### config.mk
export PLATFORM = sky130hd
export DESIGN_NAME = i2c_strap_target
export DESIGN_NICKNAME = d
export VERILOG_FILES = /design/src/rtl/i2c_tgt_pkg.sv /design/src/rtl/i2c_tgt_addr_decode.sv /design/src/rtl/i2c_tgt_bus_cond.sv /design/src/rtl/i2c_strap_target.sv
export SDC_FILE = /design/constraint.sdc
export NUM_CORES = 1
export LEC_CHECK = 0
export CORE_MARGIN = 2
export CORE_UTILIZATION = 25
export DETAILED_ROUTE_END_ITERATION = 10
export PLACE_DENSITY = 0.46
export SETUP_SLACK_MARGIN = 0.15
export SYNTH_ARGS = -nofsm -noshare
export SYNTH_HDL_FRONTEND = slang
export SYNTH_SLANG_ARGS = --single-unit
### constraint.sdc
create_clock -name clk -period 1.7 [get_ports clk]
set_input_delay 0.17 -clock clk [delete_from_list [all_inputs] [get_ports clk]]
set_output_delay 0.17 -clock clk [all_outputs]
set_load 0.05 [all_outputs]
### src/rtl/i2c_tgt_pkg.sv
package i2c_tgt_pkg;

    typedef enum logic [1:0] {
        STRAP_LOW  = 2'd0,
        STRAP_HIGH = 2'd1,
        STRAP_SCL  = 2'd2,
        STRAP_SDA  = 2'd3
    } strap_e;

    typedef enum logic [3:0] {
        S_IDLE,
        S_ADDR,
        S_ADDR_ACK,
        S_CMD,
        S_CMD_ACK,
        S_WDATA,
        S_WDATA_ACK,
        S_TX,
        S_RX_ACK
    } tgt_state_e;

endpackage

### src/rtl/i2c_tgt_addr_decode.sv
module i2c_tgt_addr_decode
    import i2c_tgt_pkg::*;
#(
    parameter int ADDR_W = 7
) (
    input  logic              top_i,
    input  logic [1:0]        mid_i,
    input  logic [1:0]        low_i,
    output logic [ADDR_W-1:0] dev_addr_o
);
    logic       mid_bus;
    logic       low_bus;
    logic [3:0] prefix;

    // Bit 1 of a strap code marks a bus-line tie; bit 0 gives the address bit.
    assign mid_bus = (strap_e'(mid_i) == STRAP_SCL) || (strap_e'(mid_i) == STRAP_SDA);
    assign low_bus = (strap_e'(low_i) == STRAP_SCL) || (strap_e'(low_i) == STRAP_SDA);

    always_comb begin
        unique case ({mid_bus, low_bus})
            2'b10:   prefix = 4'b0010;
            2'b11:   prefix = 4'b0011;
            2'b00:   prefix = 4'b0100;
            default: prefix = 4'b0101;
        endcase
    end

    assign dev_addr_o = ADDR_W'({prefix, top_i, mid_i[0], low_i[0]});
endmodule

### src/rtl/i2c_tgt_bus_cond.sv
module i2c_tgt_bus_cond (
    input  logic clk,
    input  logic rst_n,
    input  logic scl_i,
    input  logic sda_i,
    output logic scl_rise_o,
    output logic scl_fall_o,
    output logic start_o,
    output logic stop_o
);
    logic scl_q;
    logic sda_q;

    always_ff @(posedge clk or negedge rst_n) begin
        if (!rst_n) begin
            scl_q <= 1'b1;
            sda_q <= 1'b1;
        end else begin
            scl_q <= scl_i;
            sda_q <= sda_i;
        end
    end

    assign scl_rise_o = scl_i && !scl_q;
    assign scl_fall_o = !scl_i && scl_q;
    assign start_o    = scl_i && scl_q && sda_q && !sda_i;
    assign stop_o     = scl_i && scl_q && !sda_q && sda_i;
endmodule

### src/rtl/i2c_strap_target.sv
module i2c_strap_target
    import i2c_tgt_pkg::*;
#(
    parameter int          DATA_W   = 8,
    parameter int          ADDR_W   = 7,
    parameter int          LAST_REG = 21,
    parameter logic [31:0] RO_MASK  = 32'h0000_C003
) (
    input  logic              clk,
    input  logic              rst_n,
    input  logic              scl_i,
    input  logic              sda_i,
    output logic              sda_oe,
    input  logic              strap_top,
    input  logic [1:0]        strap_mid,
    input  logic [1:0]        strap_low,
    output logic              reg_wr,
    output logic              reg_rd,
    output logic [DATA_W-1:0] reg_addr,
    output logic [DATA_W-1:0] reg_wdata,
    input  logic [DATA_W-1:0] reg_rdata
);
    localparam int          CNT_W    = $clog2(DATA_W + 1);
    localparam logic [CNT_W-1:0] BITS_FULL = CNT_W'(DATA_W);
    localparam logic [CNT_W-1:0] BITS_LAST = CNT_W'(DATA_W - 1);
    localparam logic [DATA_W-1:0] LAST_OFF = DATA_W'(LAST_REG);

    tgt_state_e        state, nxt;
    logic [DATA_W-1:0] shreg, txreg, ptr;
    logic [CNT_W-1:0]  cnt;
    logic              rw, nack;
    logic [ADDR_W-1:0] dev_addr;
    logic              scl_rise, scl_fall, start_c, stop_c;
    logic              byte_done, addr_hit, ptr_ok, ptr_wr_ok, load_ev;

    i2c_tgt_addr_decode #(.ADDR_W(ADDR_W)) u_dec (
        .top_i      (strap_top),
        .mid_i      (strap_mid),
        .low_i      (strap_low),
        .dev_addr_o (dev_addr)
    );

    i2c_tgt_bus_cond u_cond (
        .clk        (clk),
        .rst_n      (rst_n),
        .scl_i      (scl_i),
        .sda_i      (sda_i),
        .scl_rise_o (scl_rise),
        .scl_fall_o (scl_fall),
        .start_o    (start_c),
        .stop_o     (stop_c)
    );

    assign byte_done = (cnt == BITS_FULL) && scl_fall;
    assign addr_hit  = (shreg[DATA_W-1:1] == dev_addr);
    assign ptr_ok    = (ptr <= LAST_OFF);
    assign ptr_wr_ok = ptr_ok && !RO_MASK[ptr[4:0]];
    assign load_ev   = scl_fall && (((state == S_ADDR_ACK) && rw) ||
                                    ((state == S_RX_ACK) && !nack));

    // State register
    always_ff @(posedge clk or negedge rst_n) begin
        if (!rst_n) state <= S_IDLE;
        else        state <= nxt;
    end

    // Next-state logic
    always_comb begin
        nxt = state;
        if (stop_c) begin
            nxt = S_IDLE;
        end else if (start_c) begin
            nxt = S_ADDR;
        end else begin
            unique case (state)
                S_IDLE:      nxt = S_IDLE;
                S_ADDR:      if (byte_done) nxt = addr_hit ? S_ADDR_ACK : S_IDLE;
                S_ADDR_ACK:  if (scl_fall)  nxt = rw ? S_TX : S_CMD;
                S_CMD:       if (byte_done) nxt = S_CMD_ACK;
                S_CMD_ACK:   if (scl_fall)  nxt = S_WDATA;
                S_WDATA:     if (byte_done) nxt = S_WDATA_ACK;
                S_WDATA_ACK: if (scl_fall)  nxt = S_WDATA;
                S_TX:        if (scl_fall && cnt == BITS_LAST) nxt = S_RX_ACK;
                S_RX_ACK:    if (scl_fall)  nxt = nack ? S_IDLE : S_TX;
                default:     nxt = S_IDLE;
            endcase
        end
    end

    // Datapath: shift registers, bit counter, pointer
    always_ff @(posedge clk or negedge rst_n) begin
        if (!rst_n) begin
            shreg <= '0;
            txreg <= '0;
            ptr   <= '0;
            cnt   <= '0;
            rw    <= 1'b0;
            nack  <= 1'b1;
        end else if (start_c || stop_c) begin
            cnt <= '0;
        end else if (load_ev) begin
            txreg <= ptr_ok ? reg_rdata : '0;
            ptr   <= ptr + 1'b1;
            cnt   <= '0;
        end else begin
            unique case (state)
                S_ADDR, S_CMD, S_WDATA: begin
                    if (scl_rise) begin
                        shreg <= {shreg[DATA_W-2:0], sda_i};
                        cnt   <= cnt + 1'b1;
                    end
                    if (byte_done) begin
                        cnt <= '0;
                        if (state == S_ADDR)  rw  <= shreg[0];
                        if (state == S_CMD)   ptr <= shreg;
                        if (state == S_WDATA) ptr <= ptr + 1'b1;
                    end
                end
                S_TX: begin
                    if (scl_fall) begin
                        txreg <= {txreg[DATA_W-2:0], 1'b0};
                        cnt   <= cnt + 1'b1;
                    end
                end
                S_RX_ACK: begin
                    if (scl_rise) nack <= sda_i;
                end
                default: ;
            endcase
        end
    end

    // Outputs
    always_comb begin
        sda_oe = 1'b0;
        unique case (state)
            S_ADDR_ACK, S_CMD_ACK, S_WDATA_ACK: sda_oe = 1'b1;
            S_TX:                               sda_oe = !txreg[DATA_W-1];
            default:                            sda_oe = 1'b0;
        endcase
        reg_wr    = (state == S_WDATA) && byte_done && ptr_wr_ok;
        reg_rd    = load_ev && ptr_ok;
        reg_addr  = ptr;
        reg_wdata = shreg;
    end
endmodule

Yosys cells after proc, flatten, opt, wreduce, memory -nomap -nowiden
Memory sizes are Yosys's and may differ from the RTL's.
Cells that the tools add are included.
Word-level totals
  bits in registers: 36
  bits in read-only memories: 32
  input bits: 17
  word-level logic and storage cells: 117
  memories kept: 1
Cells by class
  add/subtract/negate cells: 2
  $lt $le $gt $ge: 2
  eq/ne operators: 26
  muxes and demuxes: 31
  bitwise gates (word level): 2
  reductions and logical operators: 44
Memories
  (name not given): words 32, width 1, rd ports 1, clocked after Yosys merged registers in 0, wr ports 0, line i2c_strap_target.sv:57  | assign ptr_wr_ok = ptr_ok && !RO_MASK[ptr[4:0]];
Operator list (number)
  2-to-1 mux 8 bit: 9
  2-to-1 mux 4 bit: 14
  != test 4 bit, second input constant: 7
  one-hot mux 4 bit (7 select lines): 1
  equality test 4 x 3 -> 1 bit, second input constant: 5
  logical AND 1 bit: 16
  equality test 2 bit, second input constant: 6
  AND reduction 4 bit: 3
  one-hot mux 3 bit (3 select lines): 1
  adder 8 x 1 -> 8 bit, second input constant: 1
  equality test 4 x 2 -> 1 bit, second input constant: 2
  equality test 4 bit, second input constant: 2
  <= comparator 8 x 5 -> 1 bit, second input constant: 1
  one-hot mux 4 bit (2 select lines): 1
  nonzero test 2 bit: 4
  equality test 7 bit: 1
  logical NOT 1 bit: 7
  AND reduction 7 bit: 1
  < comparator 5 x 6 -> 1 bit, second input constant: 1
  2-to-1 mux 3 bit: 2
  AND reduction 3 bit: 2
  OR reduction 3 bit: 2
  != test 5 bit, second input constant: 1
  AND reduction 5 bit: 1
  other kinds (12): 16

Depth between registers and ports, before layout
Gate-level depths: netlist of run 1.
  depth in word-level cells: 10
  gate-level depth with buffers: 8
  depth with buffers taken out: 7

Hierarchy
From an unflattened synthesis of run 1, not the netlist that was laid out.
Unflattened totals
  cell total of the unflattened synthesis: 245
  area, all modules: 2316.0 sq um
Modules (own cells, without submodules)
  i2c_strap_target: instances 1, cells an instance 231, area each 2185.8 sq um
  i2c_tgt_bus_cond: instances 1, cells an instance 6, area each 85.1 sq um
  i2c_tgt_addr_decode: instances 1, cells an instance 8, area each 45.0 sq um

Worst setup path after synthesis of run 1
OpenSTA, ideal clock, no wires.
  path kind: register -> output
  start point: register ptr[1], in the netlist reg_addr[1]
  end point: output port reg_wr
  arrival: 2850 ps
  slack: -1320 ps
  stages on the path, launching flop included: 7
  path buffers: 1
  cell sequence: dfrtp_1 -> inv_1 -> ha_1 -> nand2b_1 -> o311a_1 -> clkbuf_1 -> nor4bb_1
On the way
  word-level cells in the longest chain between the ends: 5
Ends and longest elaborated chain
  start: declaration: line i2c_strap_target.sv:29  | logic [DATA_W-1:0] shreg, txreg, ptr;
  start signal: assignment: line i2c_strap_target.sv:103  | ptr <= ptr + 1'b1;
  start signal: assignment: line i2c_strap_target.sv:115  | if (state == S_CMD) ptr <= shreg;
  start signal: assignment: line i2c_strap_target.sv:116  | if (state == S_WDATA) ptr <= ptr + 1'b1;
  memory read (32 x 1 bit)
  2-to-1 mux 1 bit (implied by the code): line i2c_strap_target.sv:57
  logical NOT 1 bit: line i2c_strap_target.sv:57
  logical AND 1 bit (*): line i2c_strap_target.sv:57
  logical AND 1 bit (*): line i2c_strap_target.sv:141  | reg_wr = (state == S_WDATA) && byte_done && ptr_wr_ok;
  end: declaration: line i2c_strap_target.sv:17  | output logic reg_wr,
Every way passes the cells marked *; elsewhere a longest branch is shown, timed or not. The select of a mux whose other input is x is not followed.

Final worst setup path of run 1
  start point: register ptr[0], in the netlist reg_addr[0]
  end point: output port reg_rd
On the way
  word-level cells in the longest chain between the ends: 2
Ends and longest elaborated chain
  <= comparator 8 x 5 -> 1 bit: line i2c_strap_target.sv:56  | assign ptr_ok = (ptr <= LAST_OFF);
  logical AND 1 bit: line i2c_strap_target.sv:142  | reg_rd = load_ev && ptr_ok;
  end: declaration: line i2c_strap_target.sv:18  | output logic reg_rd,
No other way between the ends.

==> results of run 1 <==
==> cell families after synthesis <==
family                   share of synthesized area
XOR/XNOR                                    0.0238
multiplexers                                0.0505
AND/OR/NAND/NOR                              0.250
AO/OA/AOI/OAI                                0.188
buffers and inverters                       0.0488
flip-flops                                   0.411
adder cells (fa/ha/maj)                     0.0284
==> critical path, stage by stage, from the launching register on <==
cell	delay, ns
dfrtp_2	0.42
buf_6	0.13
ha_4	0.15
o311a_4	0.36
buf_6	0.12
and2_4	0.14
buf_12	0.14
==> metrics by stage <==
stage | setup TNS, ns | utilization | instance area [um2] | instances | hold slack [ns]
6_report | -2.33 | 0.442 | 3820 | 457 | 0.363
5_1_grt | -4.39 | 0.442 | 3820 | 457 | 0.365
4_1_cts | -0.674 | 0.411 | 3550 | 443 | 0.357
3_5_place_dp | -3.36 | 0.361 | 3120 | 419 | 0.260
3_3_place_gp | -2.45 | 0.361 | 3120 | 419 | 0.258
2_1_floorplan | -0.314 | - | 2390 | 241 | -0.126
==> metal layers <==
metal / track usage / vias up
li1: - / 1102
met1: 0.212 / 1103
met2: 0.233 / 30
met3: 0.0251 / 6
met4: 0.0353 / 0
met5: 0 / -
==> state kept, by name, indices dropped and copies added, names as in the netlist <==
register	flops
rw	1
u_cond.scl_q	1
txreg	8
reg_addr	8
cnt	4
state	4
reg_wdata	8
u_cond.sda_q	1
nack	1
==> report_power, final <==
group / leakage, uW / total [uW] / internal (uW) / switching [uW]
clock network: 0.0000552 / 782 / 436 / 346
registers: 0.000444 / 1570 / 1200 / 375
logic: 0.00113 / 4070 / 1980 / 2090
total: 0.00163 / 6420 / 3610 / 2810
==> worst min-delay path by stage <==
stage                      from                       end  slack (ns)  cells after the start
after floorplan           rst_n        cnt[0]$_DFFE_PN0P_       -0.13                      0
after global placement    rst_n  reg_wdata[1]$_DFFE_PN0P_        0.26                      2
after detailed placement  rst_n  reg_wdata[1]$_DFFE_PN0P_        0.26                      2
after CTS                 scl_i    u_cond.scl_q$_DFF_PN1_        0.36                      1
after global routing      scl_i    u_cond.scl_q$_DFF_PN1_        0.37                      1
final                     scl_i    u_cond.scl_q$_DFF_PN1_        0.36                      1
==> final cells by class <==
| cell class | count | area, um2 | area share |
|---|---|---|---|
| repair buffers | 110 | 1010 | 0.266 |
| well taps | 108 | 135 | 0.0354 |
| clock buffers | 6 | 72.6 | 0.0190 |
| inverters | 11 | 48.8 | 0.0128 |
| clock inverters | 2 | 35.0 | 0.00918 |
| multi-input cells | 184 | 1600 | 0.419 |
| flip-flops and latches | 36 | 913 | 0.239 |
==> placed cells by master, fill, tap and decap left out, drive strengths merged, types with 3 or more instances in the layout <==
| cell | count |
|---|---|
| xor2 | 5 |
| nor4 | 3 |
| nor3 | 7 |
| nand3 | 21 |
| nand4 | 5 |
| nand2 | 22 |
| ha | 5 |
| a31oi | 11 |
| a21oi | 5 |
| o21ai | 16 |
| inv | 11 |
| and2 | 3 |
| mux2 | 9 |
| o31ai | 4 |
| nor2 | 19 |
| nand2b | 5 |
| clkdlybuf4s50 | 15 |
| clkbuf | 6 |
| o211ai | 4 |
| dfrtp | 33 |
| buf | 94 |
| dfstp | 3 |
| or3 | 3 |
==> Yosys cell counts (5+ instances only) <==
| cell type | number | area (um2) |
|---|---|---|
| inv_1 | 11 | 41.3 |
| nand2_1 | 21 | 78.8 |
| nand4_1 | 5 | 31.3 |
| ha_1 | 5 | 62.6 |
| nand2b_1 | 5 | 31.3 |
| buf_2 | 5 | 25.0 |
| nand3_1 | 21 | 105 |
| mux2_2 | 9 | 101 |
| xor2_1 | 5 | 43.8 |
| a31oi_1 | 10 | 62.6 |
| nor2_1 | 18 | 67.6 |
| o21ai_0 | 15 | 75.1 |
| dfrtp_1 | 33 | 826 |
| nor3_1 | 7 | 35.0 |
==> timing repair <==
| item | CTS | global route |
|---|---|---|
| endpoints found under the setup margin | 34 | 35 |
| cloned | 1 | 1 |
| pin swaps | 29 | 23 |
| setup buffers | 15 | 13 |
| gates resized for setup | 46 | 39 |
| hold buffers | 1 | 0 |
| hold endpoints to repair | 33 | 0 |
==> results.toml, run 1 <==
[synth]
synth_cells = 241
synth_cell_types = 60
synthArstFlopShare = 1.00
synth_edf_count = 0
ys_ff_latch = 36
yosysWarningCount = 0
syn-num-nets = 263
avgSynthCellArea_um2 = 9.14
synth_area_um2 = 2200
synth_flop_cell = "dfrtp_1"
yosysSeqAreaShare = 0.411

[worst_setup_path]
worstPathMaxFanout = 2
crit_arrival_ns = 1.75
required_ns = 1.53
critPathKind = "register to output pin"
reg2reg_slack_ns = -0.16
crit_path_start_kind = "register"
end_kind = "output pin"
critPathLaunch = "reg_addr[0]$_DFFE_PN0P_"
r2r-start = "reg_addr[0]$_DFFE_PN0P_"
reg2reg_depth = 10
crit_path_end = "reg_rd"
r2r-end = "txreg[2]$_DFFE_PN0P_"

[routing]
wl_per_cell_um = 15.7
detail-route-antenna-nets = 0
drtIter0Drc = 87
dr_wl_met3_um = 168
dr.pass1.iters = 4
wl_um = 7180
vias = 2241
drc_errors = 0
routed_via_density = 4.90
dr_wl_met2_um = 3430
highest_layer = "met4"
wirelength_met1_um = 3490

[timing]
worst_slew_pin_slew_ns = 0.486
rsz0062_at_grt = "yes"
setup_ws_ns = -0.220
skew_ns = 0.00565
slew-limit-headroom = 0.676
period_needed_ns = 1.92
max_freq_mhz = 521
hold_viol = 0
finalCritPeriodShare = 1.13
slew_viol_final = 0
finalSetupViolCount = 24

[grt]
grt_pass1_vias = 2288
grt_first_pass_wirelength_um = 11600
antenna_found_initial = 0
grt.overflow.total = 0
grt_max_degree = 37
gr-usage-all-layers = 0.148

[floorplan]
dieArea_um2 = 9580
ios = 36
start_util = 0.255
chipHeight_um = 97.9
die_x_um = 97.9
rows = 34
coreArea_um2 = 8640

[placed_design]
io_buffers = 35
dp.final_hpwl_um = 4770
dpl_worst_slack_ns = -0.202
gp_congestion = 0.861

[cells_and_area]
area_growth_pct = 73.2
antenna_cells = 0
finalNetCount = 370
layout-drive-gt1-share = 0.536
n_fill_cell = 868

[clocking]
tritoncts = "yes"
cts-buffers-inserted = 5
cts_max_path_buffers = 2
h-tree-depth = 2
root_buffer = "clkbuf_8"
clk_pin_slew_worst_paths_ns = 0.08
cts_sinks = 36
clock_latency_ns = 0.29

[power]
peakVddDrop_mv = 0.663
power.density_nw_per_um2 = 1680
total_power_uw = 6420
p_leak_uw = 0.00163

[outcome]
status = "finished, violations left"
failed_checks = "negative setup slack"

[job]
drv_cap = 0

[worst_hold_path]
hold_path.class = "input pin to register"
Note: power is estimated with default switching activity, not from simulation.
==> run 2, diff against run 1 <==
==> constraint.sdc (replaced) <==
create_clock -name clk -period 1.7 [get_ports clk]
set_input_delay 0.425 -clock clk [delete_from_list [all_inputs] [get_ports clk]]
set_output_delay 0.425 -clock clk [all_outputs]
set_load 0.05 [all_outputs]
==> run 2 against run 1 <==
Critical endpoint is now reg_wr; die area unchanged; via count up 2.4%; first-iteration DRC count is 24% lower; global-route usage increased by 0.49 points; count of clock-buffer cells in the layout grew 1; the flow still finishes with violations (negative setup slack); sequential cell count unchanged; sequential power about the same.
==> results.toml, run 2 (same netlist as run 1, synthesis figures left out) <==
[clocking]
cts-buffers-inserted = 5
clock_latency_ns = 0.29
cts_max_path_buffers = 2
root_buffer = "clkbuf_8"
clk_pin_slew_worst_paths_ns = 0.07
tritoncts = "yes"
h-tree-depth = 2
cts_sinks = 36
hold_buffers = 0

[worst_hold_path]
hold_path.class = "input pin to async pin"

[timing]
slew_viol_final = 0
period_needed_ns = 2.14
hold_viol = 0
finalSetupViolCount = 18
holdWs_ns = 0.0932
finalCritPeriodShare = 1.26
slew-limit-headroom = 0.773
rsz0062_at_grt = "yes"
setup_ws_ns = -0.438
skew_ns = 0.00416
max_freq_mhz = 468
worst_slew_pin_slew_ns = 0.337

[worst_setup_path]
reg2reg_depth = 9
end_kind = "output pin"
critPathKind = "register to output pin"
cp_num_buf_inv = 2
crit_cells = 6
cpMaxStageDelayCell = "dfrtp_2"
required_ns = 1.27
critPathTopFamily = "simple AND/OR/NAND/NOR gates"
cp_slowest_stage_delay_ns = 0.41
crit_arrival_ns = 1.71
crit_path_start_kind = "register"
crit_chain = "inv_2 -> ha_2 -> nand2b_4 -> o311a_4 -> nor4bb_4 -> buf_12"
worstPathMaxFanout = 3
reg2reg_slack_ns = -0.27

[cells_and_area]
layout-drive-gt1-share = 0.537
finalNetCount = 377
area_growth_pct = 83.4
final_cell_count_no_fill = 464
final_cell_mix = "buf_4 (61), dfrtp_1 (26), buf_12 (21)"
n_fill_cell = 787
antenna_cells = 0
final_common_cell = "buf_4"

[outcome]
failed_checks = "negative setup slack"
status = "finished, violations left"

[routing]
routed_via_density = 4.94
dr.pass1.iters = 4
drtIter0Drc = 66
vias = 2294
wl_per_cell_um = 15.4
detail-route-antenna-nets = 0
drc_errors = 0
wl_um = 7140

[grt]
gr-usage-all-layers = 0.153
grt_pass1_vias = 2370
grt_max_degree = 37
grt.overflow.total = 0
grt_first_pass_wirelength_um = 11900
antenna_found_initial = 0

[power]
peakVddDrop_mv = 0.553
total_power_uw = 6600
p_leak_uw = 0.00174
power.density_nw_per_um2 = 1630

[placed_design]
dp.final_hpwl_um = 4980
gp_congestion = 0.823
io_buffers = 35
place_inst = 436

[floorplan]
coreArea_um2 = 8640
chipHeight_um = 97.9
start_util = 0.255
die_x_um = 97.9
dieArea_um2 = 9580
ios = 36
rows = 34

[job]
drv_cap = 0
==> run 2: cell count changes in the layout (fill, tap and decap cells not counted), moves of 2 or more <==
| cell | previous run | this run |
|---|---|---|
| nand2_2 | 3 | 1 |
| nand3_2 | 10 | 2 |
| a21oi_1 | 2 | 4 |
| buf_4 | 67 | 61 |
| buf_6 | 20 | 18 |
| ha_4 | 2 | 0 |
| buf_12 | 6 | 21 |
| nor2_1 | 13 | 8 |
| nand3_1 | 10 | 17 |
| a21oi_2 | 3 | 0 |
| nor2_4 | 4 | 10 |
==> run 2: metrics by stage <==
| step | TNS [ns] | area (um2) | worst slack [ns] | utilization |
|---|---|---|---|---|
| floorplan | -1.00 | 2380 | -0.444 | - |
| global placement | -15.32 | 3440 | -0.571 | 0.398 |
| detailed placement | -15.70 | 3440 | -0.579 | 0.398 |
| CTS | -1.96 | 3920 | -0.444 | 0.454 |
| global route | -3.64 | 4040 | -0.530 | 0.468 |
| finish | -2.31 | 4040 | -0.438 | 0.468 |
==> run 2: worst register-to-register path, stage by stage, from the launching register on <==
cell	delay (ns)
dfrtp_1	0.39
inv_1	0.07
ha_2	0.17
nand3b_1	0.14
buf_4	0.17
buf_6	0.12
or3_4	0.35
a31oi_4	0.22
nand4_1	0.12
o211a_1	0.13
==> run 2: worst paths after layout <==
kind                                         start                      end
setup / recovery           reg_addr[1]$_DFFE_PN0P_                   reg_wr
hold / removal                               rst_n  reg_addr[5]$_DFFE_PN0P_
setup reg to reg                cnt[0]$_DFFE_PN0P_     state[1]$_DFFE_PN0P_
hold reg to reg               txreg[0]$_DFFE_PN0P_     txreg[0]$_DFFE_PN0P_
max in group asynchronous                    rst_n   u_cond.scl_q$_DFF_PN1_
min in group clk                             scl_i   u_cond.scl_q$_DFF_PN1_
==> run 2: timing repair <==
item | 4_1_cts | 5_1_grt
pin swaps | 21 | 11
setup endpoints to repair | 37 | 37
gates resized for setup | 73 | 17
setup buffers | 10 | 7
cloned | 3 | 0
==> run 2: cell type report <==
type	instances	area [um2]	area share
sequential	36	913	0.226
clock buffer	7	76.3	0.0189
clock inverter	1	5.00	0.00124
inverter	11	48.8	0.0121
tap	108	135	0.0334
timing repair buffer	117	1260	0.313
multi-input combinational	184	1600	0.395
==> run 2: where the power goes <==
| group | leakage (uW) | internal, uW | switching [uW] |
|---|---|---|---|
| Clock | 0.0000422 | 288 | 312 |
| Sequential | 0.000443 | 1190 | 362 |
| Combinational | 0.00125 | 2270 | 2170 |
| Total | 0.00174 | 3750 | 2840 |
==> run 2: per-layer routing <==
metal,global-route usage,routed length [um],part of all wire
met1,0.209,3350,0.47
met2,0.246,3470,0.49
met3,0.0286,236,0.033
met4,0.0459,83,0.012
met5,0,0,0
==> run 3, diff against run 2 <==
--- a/config.mk
+++ b/config.mk
@@ -9,7 +9,6 @@
 export CORE_UTILIZATION = 25
 export DETAILED_ROUTE_END_ITERATION = 10
 export PLACE_DENSITY = 0.46
-export SETUP_SLACK_MARGIN = 0.15
 export SYNTH_ARGS = -nofsm -noshare
 export SYNTH_HDL_FRONTEND = slang
 export SYNTH_SLANG_ARGS = --single-unit
==> run 3 against run 2 <==
The run still ends with negative setup slack left; non-clock buffer count fell by 2; cell count decreased by 0.43%; sequential share of layout area grew 0.71 points; critical path type unchanged; largest power group unchanged.
==> results.toml, run 3 (same netlist as run 1, synthesis figures left out) <==
[outcome]
status = "finished, violations left"
failed_checks = "negative setup slack"

[placed_design]
dp.final_hpwl_um = 5020
gp_congestion = 0.822
io_buffers = 35
place_inst = 436
place_area_um2 = 3340

[cells_and_area]
final_cell_count_no_fill = 462
multi_input_area_um2 = 1470
n_fill_cell = 833
antenna_cells = 0
final_cell_mix = "buf_4 (63), dfrtp_1 (27), buf_12 (22)"
area_growth_pct = 77.6
fin_util = 0.453
seq_area_um2 = 912
layout-drive-gt1-share = 0.514
finalNetCount = 375
design_area_um2 = 3910
final_common_cell = "buf_4"

[floorplan]
dieArea_um2 = 9580
coreArea_um2 = 8640
rows = 34
start_util = 0.255
ios = 36
chipHeight_um = 97.9
die_x_um = 97.9

[power]
power.density_nw_per_um2 = 1670
p_leak_uw = 0.00170
peakVddDrop_mv = 0.636

[clocking]
clk_pin_slew_worst_paths_ns = 0.08
clock_latency_ns = 0.30
cts-buffers-inserted = 5
cts_max_path_buffers = 2
h-tree-depth = 2
tritoncts = "yes"
hold_buffers = 0
root_buffer = "clkbuf_8"
cts_sinks = 36

[routing]
wl_um = 6970
drtIter0Drc = 67
routed_via_density = 4.88
vias = 2254
dr.pass1.iters = 4
detail-route-antenna-nets = 0
drc_errors = 0
wl_per_cell_um = 15.1

[grt]
grt.overflow.total = 0
grt_first_pass_wirelength_um = 11300
grt_pass1_vias = 2267
gr-usage-all-layers = 0.146
grt_max_degree = 21
antenna_found_initial = 0

[timing]
max_freq_mhz = 470
rsz0062_at_grt = "yes"
tns_ns = -2.39
worst_slew_pin_slew_ns = 0.448
period_needed_ns = 2.13
slew-limit-headroom = 0.701
slew_viol_final = 0
holdWs_ns = 0.0674
hold_viol = 0
setup_ws_ns = -0.426
finalCritPeriodShare = 1.25
finalSetupViolCount = 11
skew_ns = 0.00707

[worst_setup_path]
r2r-start = "cnt[1]$_DFFE_PN0P_"
crit_path_start_kind = "register"
required_ns = 1.27
crit_arrival_ns = 1.70
critPathKind = "register to output pin"
critPathLaunch = "reg_addr[0]$_DFFE_PN0P_"
worstPathMaxFanout = 3
end_kind = "output pin"

[job]
drv_cap = 0

[worst_hold_path]
hold_path.class = "input pin to async pin"
-- run 3: cell count changes in the layout (fill, tap and decap cells not counted), sizes merged --
cell,before,now
buf,102,100
bufinv,0,1
clkdlybuf4s15,1,0
clkinv,1,0
dlygate4sd2,0,1
-- run 3: power by group --
| group | total [uW] | internal (uW) | leakage [uW] | switching, uW |
|---|---|---|---|---|
| clock network | 854 | 518 | 0.0000645 | 336 |
| registers | 1550 | 1190 | 0.000445 | 357 |
| logic | 4110 | 2110 | 0.00119 | 2000 |
| total | 6520 | 3820 | 0.00170 | 2690 |
-- run 3: final timing paths --
kind / end / slack (ns) / cells after the start
setup / recovery: reg_wr / -0.43 / 6
max in group asynchronous: reg_addr[0]$_DFFE_PN0P_ / 1.16 / 2
hold reg to reg: txreg[0]$_DFFE_PN0P_ / 0.53 / 2
setup reg to reg: state[1]$_DFFE_PN0P_ / -0.28 / 9
hold / removal: reg_wdata[2]$_DFFE_PN0P_ / 0.07 / 1
min in group clk: txreg[0]$_DFFE_PN0P_ / 0.53 / 2
-- run 3: final cells by class --
| type | count | area share |
|---|---|---|
| timing repair buffer | 115 | 0.313 |
| inverter | 11 | 0.0106 |
| tap | 108 | 0.0345 |
| multi-input combinational | 184 | 0.376 |
| sequential | 36 | 0.233 |
| clock inverter | 1 | 0.00768 |
| clock buffer | 7 | 0.0246 |
-- run 3: worst max-delay path, stage by stage (launching register included) --
cell and delay (ns):
dfrtp_2 0.42, inv_2 0.05, ha_1 0.13, nand2b_4 0.11, o311a_4 0.17, nor4bb_4 0.33, buf_12 0.18
-- run 3: layer usage --
layer | share of wire | wire length [um] | vias up | track usage
met5 | 0 | 0 | - | 0
met4 | 0.014 | 95 | 0 | 0.0449
met1 | 0.46 | 3200 | 1102 | 0.191
met3 | 0.024 | 170 | 7 | 0.0251
met2 | 0.50 | 3500 | 26 | 0.246
li1 | - | - | 1119 | -
-- run 3: stage by stage --
stage | power [uW] | setup slack (ns)
final | 6520 | -0.426
after global routing | 6910 | -0.492
after CTS | 6210 | -0.449
after detailed placement | 5040 | -0.568
after global placement | 5010 | -0.566
after floorplan | 3290 | -0.444
-- run 3: timing repair --
item,in CTS,in global routing
setup buffers,7,11
gates resized for setup,40,32
pin swaps,14,16
gates cloned,0,1
endpoints found under the setup margin,26,34
